[src/rtl/card_irq_pkg.sv]
package card_irq_pkg;

  typedef enum logic [1:0] {
    SEL_STAT   = 2'd0,
    SEL_MASK   = 2'd1,
    SEL_IOSTAT = 2'd2,
    SEL_IOMASK = 2'd3
  } reg_sel_e;

  localparam int POS_CARD_GONE  = 0;
  localparam int POS_CARD_NEW   = 1;
  localparam int POS_RESP_OK    = 2;
  localparam int POS_RESP_TMO   = 3;
  localparam int POS_CRC_BAD    = 4;
  localparam int POS_XFER_DONE  = 5;
  localparam int POS_RX_AVAIL   = 6;
  localparam int POS_TX_WANT    = 7;
  localparam int POS_RX_OVF     = 8;
  localparam int POS_TX_UNF     = 9;
  localparam int POS_WP_LVL     = 10;
  localparam int POS_BUSY_LVL   = 11;
  localparam int POS_IO_INT     = 0;

  localparam int NUM_EVENTS     = 10;

endpackage

[src/rtl/card_irq_status_bank.sv]
module card_irq_status_bank #(
  parameter int             W          = 32,
  parameter logic [W-1:0]   EVENT_BITS = '1,
  parameter logic [W-1:0]   LEVEL_BITS = '0
) (
  input  logic         clk,
  input  logic         rst,
  input  logic [W-1:0] evt_set,
  input  logic [W-1:0] lvl_in,
  input  logic         wr_en,
  input  logic [W-1:0] wr_data,
  output logic [W-1:0] stat
);

  localparam logic HAS_LEVELS = (LEVEL_BITS != '0);

  logic [W-1:0] ev_q;
  logic [W-1:0] clr_vec;

  // A written 0 requests clearing; a written 1 leaves the bit alone.
  assign clr_vec = wr_en ? ~wr_data : '0;

  // Setting has priority over clearing in the same cycle.
  always_ff @(posedge clk) begin
    if (rst) begin
      ev_q <= '0;
    end else begin
      ev_q <= EVENT_BITS & (evt_set | (ev_q & ~clr_vec));
    end
  end

  generate
    if (HAS_LEVELS) begin : g_lvl
      assign stat = ev_q | (lvl_in & LEVEL_BITS);
    end else begin : g_nolvl
      logic unused_lvl;
      assign unused_lvl = |lvl_in;
      assign stat = ev_q;
    end
  endgenerate

  AST_EVENT_LATCHES: assert property (@(posedge clk) disable iff (rst)
    (|(evt_set & EVENT_BITS)) |=> ((ev_q & $past(evt_set & EVENT_BITS)) == $past(evt_set & EVENT_BITS)));

  AST_STICKY_NO_WRITE: assert property (@(posedge clk) disable iff (rst)
    (!wr_en) |=> ((ev_q & $past(ev_q)) == $past(ev_q)));

  AST_WRITE_NEVER_SETS: assert property (@(posedge clk) disable iff (rst)
    (evt_set == '0) |=> ((ev_q & ~$past(ev_q)) == '0));

endmodule

[src/rtl/card_irq_mask_reg.sv]
module card_irq_mask_reg #(
  parameter int           W         = 32,
  parameter logic [W-1:0] FORCE_SET = '0
) (
  input  logic         clk,
  input  logic         rst,
  input  logic         wr_en,
  input  logic [W-1:0] wr_data,
  output logic [W-1:0] mask
);

  logic [W-1:0] mask_q;

  always_ff @(posedge clk) begin
    if (rst) begin
      mask_q <= '1;
    end else if (wr_en) begin
      mask_q <= wr_data | FORCE_SET;
    end
  end

  assign mask = mask_q;

  AST_MASK_RESET: assert property (@(posedge clk)
    $past(rst) |-> (mask_q == {W{1'b1}}));

endmodule

[src/rtl/card_irq_merge.sv]
module card_irq_merge #(
  parameter int            WA    = 32,
  parameter int            WB    = 16,
  parameter logic [WA-1:0] CAP_A = '1,
  parameter logic [WB-1:0] CAP_B = '1
) (
  input  logic          clk,
  input  logic          rst,
  input  logic [WA-1:0] stat_a,
  input  logic [WA-1:0] mask_a,
  input  logic [WB-1:0] stat_b,
  input  logic [WB-1:0] mask_b,
  output logic          irq
);

  logic [WA-1:0] pend_a;
  logic [WB-1:0] pend_b;
  logic          irq_q;

  assign pend_a = stat_a & CAP_A & ~mask_a;
  assign pend_b = stat_b & CAP_B & ~mask_b;

  always_ff @(posedge clk) begin
    if (rst) begin
      irq_q <= 1'b0;
    end else begin
      irq_q <= (|pend_a) | (|pend_b);
    end
  end

  assign irq = irq_q;

  AST_ALL_MASKED_QUIET: assert property (@(posedge clk) disable iff (rst)
    ((&mask_a) && (&mask_b)) |=> !irq_q);

  AST_INCAPABLE_QUIET: assert property (@(posedge clk) disable iff (rst)
    (((stat_a & CAP_A) == '0) && ((stat_b & CAP_B) == '0)) |=> !irq_q);

endmodule

[src/rtl/card_irq_unit.sv]
module card_irq_unit
  import card_irq_pkg::*;
#(
  parameter int STAT_W          = 32,
  parameter int IO_W            = 16,
  parameter bit EXT_CARD_DETECT = 1'b0
) (
  input  logic              clk,
  input  logic              rst,
  input  logic [STAT_W-1:0] evt_set,
  input  logic              wp_level,
  input  logic              busy_level,
  input  logic [IO_W-1:0]   io_evt_set,
  input  logic [1:0]        reg_addr,
  input  logic              reg_wr,
  input  logic [STAT_W-1:0] reg_wdata,
  output logic [STAT_W-1:0] reg_rdata,
  output logic              irq
);

  localparam logic [STAT_W-1:0] ONE_W       = STAT_W'(1);
  localparam logic [STAT_W-1:0] EVENT_BITS  = (ONE_W << NUM_EVENTS) - ONE_W;
  localparam logic [STAT_W-1:0] LEVEL_BITS  = (ONE_W << POS_WP_LVL) | (ONE_W << POS_BUSY_LVL);
  localparam logic [STAT_W-1:0] IRQ_BITS    = EVENT_BITS;
  localparam logic [STAT_W-1:0] CARD_BITS   = (ONE_W << POS_CARD_GONE) | (ONE_W << POS_CARD_NEW);
  localparam logic [STAT_W-1:0] FORCE_MASK  = EXT_CARD_DETECT ? CARD_BITS : '0;
  localparam logic [IO_W-1:0]   IO_ONE      = IO_W'(1);
  localparam logic [IO_W-1:0]   IO_EVENTS   = '1;
  localparam logic [IO_W-1:0]   IO_IRQ_BITS = IO_ONE << POS_IO_INT;
  localparam int                PAD_W       = STAT_W - IO_W;

  reg_sel_e sel;
  logic     wr_stat, wr_mask, wr_iostat, wr_iomask;

  logic [STAT_W-1:0] lvl_vec;
  logic [STAT_W-1:0] stat_main, mask_main;
  logic [IO_W-1:0]   stat_io, mask_io;
  logic [STAT_W-1:0] rdata_q;

  assign sel       = reg_sel_e'(reg_addr);
  assign wr_stat   = reg_wr && (sel == SEL_STAT);
  assign wr_mask   = reg_wr && (sel == SEL_MASK);
  assign wr_iostat = reg_wr && (sel == SEL_IOSTAT);
  assign wr_iomask = reg_wr && (sel == SEL_IOMASK);

  always_comb begin
    lvl_vec               = '0;
    lvl_vec[POS_WP_LVL]   = wp_level;
    lvl_vec[POS_BUSY_LVL] = busy_level;
  end

  card_irq_status_bank #(
    .W          (STAT_W),
    .EVENT_BITS (EVENT_BITS),
    .LEVEL_BITS (LEVEL_BITS)
  ) u_main_stat (
    .clk     (clk),
    .rst     (rst),
    .evt_set (evt_set),
    .lvl_in  (lvl_vec),
    .wr_en   (wr_stat),
    .wr_data (reg_wdata),
    .stat    (stat_main)
  );

  card_irq_mask_reg #(
    .W         (STAT_W),
    .FORCE_SET (FORCE_MASK)
  ) u_main_mask (
    .clk     (clk),
    .rst     (rst),
    .wr_en   (wr_mask),
    .wr_data (reg_wdata),
    .mask    (mask_main)
  );

  card_irq_status_bank #(
    .W          (IO_W),
    .EVENT_BITS (IO_EVENTS),
    .LEVEL_BITS ('0)
  ) u_io_stat (
    .clk     (clk),
    .rst     (rst),
    .evt_set (io_evt_set),
    .lvl_in  ('0),
    .wr_en   (wr_iostat),
    .wr_data (reg_wdata[IO_W-1:0]),
    .stat    (stat_io)
  );

  card_irq_mask_reg #(
    .W         (IO_W),
    .FORCE_SET ('0)
  ) u_io_mask (
    .clk     (clk),
    .rst     (rst),
    .wr_en   (wr_iomask),
    .wr_data (reg_wdata[IO_W-1:0]),
    .mask    (mask_io)
  );

  card_irq_merge #(
    .WA    (STAT_W),
    .WB    (IO_W),
    .CAP_A (IRQ_BITS),
    .CAP_B (IO_IRQ_BITS)
  ) u_merge (
    .clk    (clk),
    .rst    (rst),
    .stat_a (stat_main),
    .mask_a (mask_main),
    .stat_b (stat_io),
    .mask_b (mask_io),
    .irq    (irq)
  );

  always_ff @(posedge clk) begin
    if (rst) begin
      rdata_q <= '0;
    end else begin
      unique case (sel)
        SEL_STAT:   rdata_q <= stat_main;
        SEL_MASK:   rdata_q <= mask_main;
        SEL_IOSTAT: rdata_q <= {{PAD_W{1'b0}}, stat_io};
        SEL_IOMASK: rdata_q <= {{PAD_W{1'b0}}, mask_io};
      endcase
    end
  end

  assign reg_rdata = rdata_q;

endmodule

[config.mk]
export PLATFORM = sky130hd
export DESIGN_NAME = card_irq_unit
export DESIGN_NICKNAME = d
export VERILOG_FILES = /design/src/rtl/card_irq_pkg.sv /design/src/rtl/card_irq_status_bank.sv /design/src/rtl/card_irq_mask_reg.sv /design/src/rtl/card_irq_merge.sv /design/src/rtl/card_irq_unit.sv
export SDC_FILE = /design/constraint.sdc
export NUM_CORES = 1
export LEC_CHECK = 0
export CAP_MARGIN = 20
export CORE_MARGIN = 2
export CORE_UTILIZATION = 42
export CTS_CLUSTER_DIAMETER = 200
export DETAILED_ROUTE_END_ITERATION = 6
export MAX_ROUTING_LAYER = met4
export PLACE_DENSITY = 0.76
export SLEW_MARGIN = 25
export SYNTH_ARGS = -nofsm -noshare
export SYNTH_HDL_FRONTEND = slang
export SYNTH_SLANG_ARGS = --single-unit
[constraint.sdc]
create_clock -name clk -period 1.1 [get_ports clk]
set_input_delay 0.165 -clock clk [delete_from_list [all_inputs] [get_ports clk]]
set_output_delay 0.165 -clock clk [all_outputs]
set_load 0.05 [all_outputs]
# After elaboration in Yosys (flattened, before gate mapping)
# Index checks and enable logic that the tools add are counted.
[totals]
reg_bits = 107
in_bits = 87
out_inout_bits = 33
elab_cells = 33
[classes]
n_eq_ne = 3
muxes = 3
n_bitwise = 14
n_reduce_logical = 7
[op_table]
columns = ["operator", "n"]
rows = [
  ["$pmux W32 S4", 1],
  ["$not A16 Y16", 3],
  ["$and A10 B32 Y32", 1],
  ["$not A32 Y32", 1],
  ["$reduce_or A32 Y1", 1],
  ["$not A10 Y10", 2],
  ["$and A1 B16 Y16", 1],
  ["$and A16 B16 Y16", 1],
  ["$mux W16", 1],
  ["$or A16 B16 Y16", 1],
  ["$reduce_or A16 Y1", 1],
  ["$or A10 B12 Y12", 1],
  ["$and A10 B10 Y10", 1],
  ["$mux W10", 1],
  ["$or A10 B10 Y10", 1],
  ["$eq A2 B2 Y1 const B", 2],
  ["$logic_and A1 B1 Y1", 4],
  ["$eq A2 B1 Y1 const B", 1],
  ["$logic_not A2 Y1", 1],
  ["$or A1 B1 Y1", 1],
]

# Logic depth before layout (Yosys ltp)
# Gate-level depths: netlist of the first run.
[depth]
word_depth = 6
depth_mapped = 6
ltp_nobuf = 3

# Modules after synthesis
# From an unflattened synthesis of the first run, not the netlist that was laid out.
[unflattened]
hier_cells = 440
hier_area_um2 = 4743.3
[by_module_without_submodules]
columns = ["mod", "instances", "cells_per_inst", "area_each_um2"]
rows = [
  ["card_irq_unit", 1, 132, 1456.4],
  ["card_irq_mask_reg at u_main_mask", 1, 106, 1199.9],
  ["card_irq_status_bank at u_io_stat", 1, 67, 738.2],
  ["card_irq_status_bank at u_main_stat", 1, 64, 639.4],
  ["card_irq_mask_reg at u_io_mask", 1, 53, 599.3],
  ["card_irq_merge", 1, 18, 110.1],
]

# Least setup slack after synthesis of the first run
# Ideal clock, no wire load.
[synth_timing]
path_type = "input -> register"
startpoint = "input reg_addr[1]"
endpoint = "register rdata_q[11], in the netlist reg_rdata[11]"
t_arrival_ps = 927
required_ps = 972
path_slack_ps = 45
path_stages = 3
path_cell_list = "buf_4 mux4_2 nor2b_1"
[synth_between]
elab_chain_len = 2
elab_cells_between_ends = 5
cone_classes = "3 x eq/ne; 1 x mux; 1 x reduce/logical"
[synth_lines]
columns = ["item", "line_no", "source"]
rows = [
  ["from (decl)", "card_irq_unit.sv:14", "input logic [1:0] reg_addr,"],
  ["$eq A2 B2 Y1 (tied with other cells)", "card_irq_unit.sv:121", "unique case (sel)"],
  ["$pmux W32 S4 (*)", "card_irq_unit.sv:121", ""],
  ["to (signal assigned)", "card_irq_unit.sv:122", "SEL_STAT: rdata_q <= stat_main;"],
  ["to (signal assigned)", "card_irq_unit.sv:123", "SEL_MASK: rdata_q <= mask_main;"],
  ["to (signal assigned)", "card_irq_unit.sv:124", "SEL_IOSTAT: rdata_q <= {{PAD_W{1'b0}}, stat_io};"],
  ["to (decl)", "card_irq_unit.sv:38", "logic [STAT_W-1:0] rdata_q;"],
]
# Every way passes the cells marked *; elsewhere a longest branch is shown, timed or not.
# A chain may end at the register's enable or synchronous reset.

# Worst setup path after layout of the first run
[layout_timing]
startpoint = "register u_main_stat.ev_q[5]"
endpoint = "register u_merge.irq_q, in the netlist u_merge.irq"
[layout_between]
elab_chain_len = 4
[layout_lines]
columns = ["item", "line_no", "source"]
rows = [
  ["from (decl)", "card_irq_status_bank.sv:17", "logic [W-1:0] ev_q;"],
  ["from (signal assigned)", "card_irq_status_bank.sv:28", "ev_q <= EVENT_BITS & (evt_set | (ev_q & ~clr_vec));"],
  ["$or A10 B12 Y12", "card_irq_status_bank.sv:34", "assign stat = ev_q | (lvl_in & LEVEL_BITS);"],
  ["$and A10 B32 Y32", "card_irq_merge.sv:20", "assign pend_a = stat_a & CAP_A & ~mask_a;"],
  ["$reduce_or A32 Y1", "card_irq_merge.sv:27", "irq_q <= (|pend_a) | (|pend_b);"],
  ["$or A1 B1 Y1", "card_irq_merge.sv:27", ""],
  ["to (signal assigned)", "card_irq_merge.sv:27", ""],
  ["to (decl)", "card_irq_merge.sv:18", "logic irq_q;"],
]
# No other way between the ends.

==> results of run 1 <==
==> cell families after synthesis <==
logic type / Yosys count
mux: 16
compound gates: 93
flops: 107
simple gates: 125
buf+inv: 57
==> area by class of cell <==
class / instances / area [um2] / area share, %
sequential: 107 / 2167 / 37.11
multi-input combinational: 234 / 1699 / 29.10
timing repair buffer: 120 / 1511 / 25.88
tap: 129 / 161.4 / 2.764
clock buffer: 9 / 123.9 / 2.121
inverter: 31 / 116.4 / 1.993
clock inverter: 7 / 60.06 / 1.028
==> layout by cell type (no fill, tap or decap), drive strengths merged, types with 3 or more instances in the layout <==
cell type      count
clkdlybuf4s50     60
nand2             31
clkbuf            10
nor2               6
buf               57
a21oi             26
nor2b             18
nand3b            17
a22oi              4
and2              48
o21ai             26
inv               33
mux2               4
dfxtp            107
mux4              12
a211o             33
clkinv             3
==> layer usage <==
layer  wire length (um)  global-route usage (%)  up-vias  part of all wire [%]
li1                   -                       -     1558                     -
met1               3883                   23.84     1539                    42
met2               4888                   33.10       92                    52
met3                445                   4.309       13                   4.8
met4                128                   5.744        0                   1.4
met5                  0                       -        -                     0
==> worst min-delay path, stage by stage <==
cell and delay [ns]:
sky130_fd_sc_hd__clkbuf_2 0.15, sky130_fd_sc_hd__buf_4 0.15, sky130_fd_sc_hd__a22oi_1 0.06, sky130_fd_sc_hd__nor2_1 0.08
==> report_power, final <==
group | internal, mW | switching, mW | total (mW)
sequential | 4.12 | 0.157 | 4.28
clock | 0.858 | 1.38 | 2.23
combinational | 0.850 | 0.683 | 1.53
==> state kept, by name, summed over array words and instances, names as in the netlist <==
register / count
u_io_stat.stat: 16
u_main_stat.ev_q: 10
reg_rdata: 32
u_main_mask.mask: 32
u_merge.irq: 1
u_io_mask.mask: 16
==> stage by stage <==
stage,power (mW),std cells
4_1_cts,8.093,637
6_report,8.048,637
5_1_grt,8.435,637
3_3_place_gp,5.838,621
2_1_floorplan,5.068,398
3_5_place_dp,5.879,621
==> how the worst min path moves through the flow <==
stage / start / end / slack [ns] / cells after the start
floorplan: reg_wdata[0] / u_main_mask.mask[0] / 0.28 / 1
global placement: u_main_mask.mask[20] / reg_rdata[20] / 0.43 / 1
detailed placement: u_main_mask.mask[26] / reg_rdata[26] / 0.43 / 1
CTS: rst / reg_rdata[7] / 0.31 / 3
global route: reg_addr[1] / reg_rdata[15] / 0.29 / 4
finish: reg_addr[1] / reg_rdata[15] / 0.28 / 4
==> timing repair <==
item	in CTS	in global routing
endpoints found under the setup margin	107	23
buffers inserted	0	0
pin swaps	0	3
hold buffers	0	0
endpoints found under the hold margin	0	0
resized for setup	8	27
==> summary.txt, run 1 <==
Power
  • Standby leakage power: ~2.4 nW
  • Pwr Density: between 1000 and 1500 nW/um2
  • IR drop worst, VDD: 0.0008567 V

CTS
  • Sinks on Clock Net: between 100 and 150
  • Number of buffers on the longest clock path: 2
  • Latest clock arrival within the worst-skew pair: between 0.3 and 0.4 ns
  • Worst-path clk slew: between 0.1 and 0.15 ns
  • H-Tree Depth: 3
  • TritonCTS clock tree: built
  • CTS Root Buffer Type: sky130_fd_sc_hd__clkbuf_8
  • Inserted Clock Buffers: 9

Route
  • DRC violations left: 0
  • DR iter-0 viols: 136
  • Vias after detailed routing: 3202
  • Routed length per instance: between 10 and 15 um
  • Drt total wl: 9345 um
  • First-pass detailed-route iteration total: 5
  • Vias per Instance: about 5.0
  • Antenna Nets Post-Route: 0

Layout
  • Antenna diode count: 0
  • Number of fillers in the final layout: ~760
  • Area grow syn2layout: 44.85%
  • Layout net count: 590
  • Fraction of layout instances using a drive strength above 1: between 20 and 25%
  • Finished Cell Area: between 5000 and 6000 um2
  • Final standard cell utilization of the core: between 60% and 70%

Worst setup path
  • Max stage delay on crit path: about 0.34 ns
  • Minimum setup slack among reg-to-reg paths: -0.04 ns
  • Data arrival time of the critical path: roughly 1.4 ns
  • End of the worst register-to-register path: u_merge.irq
  • Register-to-Register Path Depth: 4
  • Maximum fanout encountered on the critical timing path: 3
  • Slowest stage cell on the critical path: sky130_fd_sc_hd__dfxtp_2
  • Crit. path cell count: 4
  • Cell-by-cell trace of the critical path: nor2b_4 -> a2111oi_4 -> buf_4 -> a31oi_2
  • CP Launch Type: flop
  • Endpoint of the most critical setup path: u_merge.irq
  • Family with the most delay on the worst path: compound AO/OA/AOI/OAI gates
  • Type of the setup path with the least slack: reg -> reg
  • Timing startpoint of the critical path: u_main_stat.ev_q[5]
  • Reg2reg start: u_main_stat.ev_q[5]
  • Worst EP required: between 1 and 1.5 ns
  • Type of destination of the critical path: flop
  • Number of buffers and inverters on the critical path: 1

Placed design
  • Quantity of I/O buffers inserted on ports: 97
  • Worst slack at placement: -0.6728 ns
  • Cell area after placement: 5584 um2
  • Final weighted congestion of routability-driven global placement: 0.8554
  • Detailed Place HPWL: roughly 6700 um

STA
  • Final hold viol count: 0
  • Minimum clock period: around 1.1 ns
  • Maximum clock frequency: a little under 0.9 GHz
  • Number of setup violations in the final report: 2
  • Setup repair after global routing missed its margin: yes
  • Layout Skew: between 0.01 and 0.015 ns
  • Transition time of the tightest slew-check pin: 0.4696 ns
  • Fin crit share: 103.8%
  • Total negative setup slack: -0.04921 ns
  • Final-report max-slew violation count: 0
  • Relative slew slack: 68.70%
  • Setup WS post-layout: -0.04220 ns
  • Hold Worst Slack: 0.2796 ns

Synthesis
  • Area share of the largest cell type after synthesis: between 50% and 60%
  • Proportion of synthesized chip area in sequential cells: 53.13%
  • Synth cell count leaders: sky130_fd_sc_hd__dfxtp_1, sky130_fd_sc_hd__a211o_1, sky130_fd_sc_hd__inv_1, sky130_fd_sc_hd__nand2_1, sky130_fd_sc_hd__a21oi_1
  • FF+latch count, synth: between 100 and 150
  • Post-synthesis instance area: roughly 4000 um2
  • Synth Flop Type: sky130_fd_sc_hd__dfxtp_1
  • Count of yosys warnings during synthesis: 0
  • Combinational family with the most area after synthesis: simple AND/OR/NAND/NOR gates
  • Number of distinct library cells after synthesis: 28
  • Share of synthesized cell area in full adder, half adder and majority cells: 0%
  • Gate count after technology mapping: between 300 and 400
  • Fraction of the mapped netlist area in compound gates: 15.21%
  • Parity-gate share of the synthesized area counting xor and xnor cells: 0%
  • Biggest area contributors in the synthesized netlist: sky130_fd_sc_hd__dfxtp_1, sky130_fd_sc_hd__a211o_1, sky130_fd_sc_hd__mux4_2
  • Most frequent cell after synthesis: sky130_fd_sc_hd__dfxtp_1
  • Post-synth EDFFs: 0
  • Share of synthesized registers carrying an async set or reset: 0%
  • Synthesized Nets: approximately 490
  • Mux share of post-synthesis cell area: 7.821%
  • Simple-gate portion of the synthesized area: 17.78%
  • Cell type with the largest total area after synthesis: sky130_fd_sc_hd__dfxtp_1
  • Per-instance average area after synthesis: 10.13 um2

Global routing
  • GRT Util Overall: between 10% and 20%
  • Total overflow reported by the global router: 0
  • Maximum number of pins on one net before global-route repair: a little over 90
  • Antenna violations before repair: 0
  • Number of global-route vias before repair: around 3300
  • Wire length of the first global-routing pass: 15640 um

Floorplan
  • Die extent in y: roughly 100 um
  • Number of top-level pins: 120
  • Starting utilization of the core area: 43.42%
  • CORE AREA: ~9300 um2
  • Horizontal die dimension: between 100 and 150 um
  • Total die area: slightly above 10000 um2
  • # rows: 35

Run status
  • Violations in the final reports: setup timing
  • Outcome: finished, violations left

Worst hold path
  • Kind of path behind the tightest hold check: in -> reg

Job
  • # Max-Cap Violations: 0
(Power assumes the default switching activity.)
==> inputs of run 2 (changes only) <==
Settings changed: PLACE_DENSITY 0.76 to not set, PLACE_DENSITY_LB_ADDON set to 0.12, SETUP_SLACK_MARGIN set to 0.05.
==> run 2 against run 1 <==
Effect of this change: the flow still finishes with violations (setup timing); worst hold slack worse by 0.075 ns; fmax is 0.26% lower; setup slack worse by 0.0030 ns; global-route usage is 1.4 points higher; clock power is 3% higher; non-clock buffer count is 18 higher; via count is 2.0% higher.
==> summary.txt, run 2 (synthesis results as in run 1) <==
Run status
  • Outcome: finished, violations left
  • Violations in the final reports: setup timing

CTS
  • H-Tree Depth: 3
  • Inserted Clock Buffers: 9
  • Sinks on Clock Net: 107
  • TritonCTS clock tree: built
  • Worst-path clk slew: roughly 0.10 ns
  • Number of buffers on the longest clock path: 2
  • CTS Root Buffer Type: sky130_fd_sc_hd__clkbuf_8
  • Latest clock arrival within the worst-skew pair: roughly 0.38 ns

Power
  • Switching portion of total power: 27.47%
  • Net switching power of the design: between 2 and 2.5 mW
  • Standby leakage power: 2.524 nW
  • Combinational group share of total power: 19.9%
  • Cell Int Power: ~6.0 mW
  • IR drop worst, VDD: between 0.0008 and 0.0009 V
  • Relative contribution of sequential cells to total power: about 52%
  • Relative contribution of the clock network to total power: between 20 and 30%
  • Pwr Density: ~1300 nW/um2

STA
  • Setup repair after global routing missed its margin: yes
  • Minimum clock period: ~1.1 ns
  • Relative slew slack: between 70% and 80%
  • Fin crit share: 104.1%
  • Number of setup violations in the final report: 4
  • Total negative setup slack: -0.1385 ns
  • Final hold viol count: 0
  • Maximum clock frequency: 0.8732 GHz
  • Transition time of the tightest slew-check pin: 0.3863 ns
  • Final-report max-slew violation count: 0
  • Setup WS post-layout: -0.04524 ns
  • Layout Skew: roughly 0.0079 ns

Worst setup path
  • Type of destination of the critical path: flop
  • Maximum fanout encountered on the critical timing path: 2
  • Register-to-Register Path Depth: 4
  • CP Launch Type: flop
  • Reg2reg start: u_main_stat.ev_q[5]
  • Slowest stage cell on the critical path: sky130_fd_sc_hd__dfxtp_2
  • Max stage delay on crit path: ~0.33 ns
  • Cell-by-cell trace of the critical path: nor2b_4 -> a2111oi_4 -> buf_4 -> a31oi_2
  • Data arrival time of the critical path: approximately 1.4 ns
  • Minimum setup slack among reg-to-reg paths: -0.05 ns
  • Timing startpoint of the critical path: u_main_stat.ev_q[5]
  • End of the worst register-to-register path: u_merge.irq
  • Worst EP required: between 1 and 1.5 ns
  • Type of the setup path with the least slack: reg -> reg

Floorplan
  • Total die area: between 10000 and 15000 um2
  • Starting utilization of the core area: between 40% and 50%
  • Horizontal die dimension: a little over 100 um
  • Die extent in y: 102.0 um
  • # rows: 35
  • CORE AREA: 9284 um2
  • Number of top-level pins: 120

Route
  • Antenna Nets Post-Route: 0
  • Vias per Instance: roughly 5.0
  • Routed length per instance: approximately 15 um
  • Drt total wl: approximately 9900 um
  • DRC violations left: 0
  • DR iter-0 viols: about 110
  • First-pass detailed-route iteration total: 5
  • Vias after detailed routing: between 3000 and 4000

Global routing
  • GRT Util Overall: 21.07%
  • Total overflow reported by the global router: 0
  • Number of global-route vias before repair: roughly 3300
  • Antenna violations before repair: 0
  • Wire length of the first global-routing pass: 16280 um
  • Maximum number of pins on one net before global-route repair: 31

Layout
  • Most common library cell in the layout ignoring fill and taps: sky130_fd_sc_hd__dfxtp_1
  • Fraction of layout instances using a drive strength above 1: approximately a third
  • Antenna diode count: 0
  • Layout net count: 608
  • Highest-count cells in the layout ignoring fill and taps: sky130_fd_sc_hd__dfxtp_1, sky130_fd_sc_hd__clkdlybuf4s50_1, sky130_fd_sc_hd__dfxtp_2
  • Area grow syn2layout: 51.64%
  • Number of fillers in the final layout: 754

Placed design
  • Detailed Place HPWL: 6439 um
  • Quantity of I/O buffers inserted on ports: 97
  • Final weighted congestion of routability-driven global placement: between 0.7 and 0.8
  • Worst slack at placement: -0.6185 ns

Worst hold path
  • Launch instance of the worst min-delay path: reg_wr
  • Kind of path behind the tightest hold check: in -> reg
  • Endpoint with the worst hold slack: u_io_mask.mask[15]
  • Worst hold path depth: 4

Job
  • # Max-Cap Violations: 0
[run 2: worst max-delay path: cells and delay by family (launching register included)]
kind / cells / cell delay (ns)
buffers and inverters: 1 / 0.17
AOI/OAI and AO/OA: 2 / 0.40
DFF: 1 / 0.33
and+or+nand+nor: 1 / 0.12
[run 2: metrics by stage]
stage	instances	area [um2]	total power, mW	hold WS [ns]	util (%)
4_1_cts	653	6075	8.270	0.2768	65.43
5_1_grt	655	6113	8.589	0.2362	65.85
2_1_floorplan	398	4035	5.069	0.2828	-
6_report	655	6113	8.240	0.2045	65.85
3_5_place_dp	627	5642	5.896	0.4344	60.77
3_3_place_gp	627	5642	5.874	0.4270	60.77
[run 2: worst max-delay path by stage]
stage	cells past startpoint	to
detailed placement	5	u_main_mask.mask[24]
global placement	5	reg_rdata[12]
floorplan	4	u_main_mask.mask[2]
global route	4	u_merge.irq
CTS	4	u_merge.irq
finish	4	u_merge.irq
[run 2: repair_timing]
item | CTS | global route
setup buffers | 7 | 2
gates resized for setup | 78 | 15
hold buffers | 0 | 0
endpoints found under the setup margin | 140 | 98
cloned | 4 | 0
pin swaps | 13 | 2
[run 2: routing by layer]
metal | wire (um) | vias up | GRT usage (%) | part of all wire, %
li1 | - | 1592 | - | -
met1 | 4304 | 1566 | 25.98 | 43
met2 | 4862 | 91 | 34.67 | 49
met3 | 540 | 16 | 4.172 | 5.5
met4 | 195 | 0 | 7.282 | 2.0
met5 | 0 | - | - | 0
[run 2: area by class of cell]
cell class                 instances  area (um2)  area share, %
clock inverter                     6       47.55         0.7777
timing repair buffer             138        1709          27.96
tap                              129       161.4          2.640
inverter                          31       116.4          1.903
sequential                       107        2200          35.98
clock buffer                      10       137.6          2.251
multi-input combinational        234        1742          28.49
[run 2: power by group through the flow]
stage / combinational (mW) / clock [mW] / sequential (mW)
detailed placement: 1.54 / 0 / 4.35
floorplan: 0.511 / 0 / 4.56
finish: 1.64 / 2.30 / 4.30
global route: 1.75 / 2.51 / 4.32
CTS: 1.63 / 2.35 / 4.29
global placement: 1.52 / 0 / 4.35
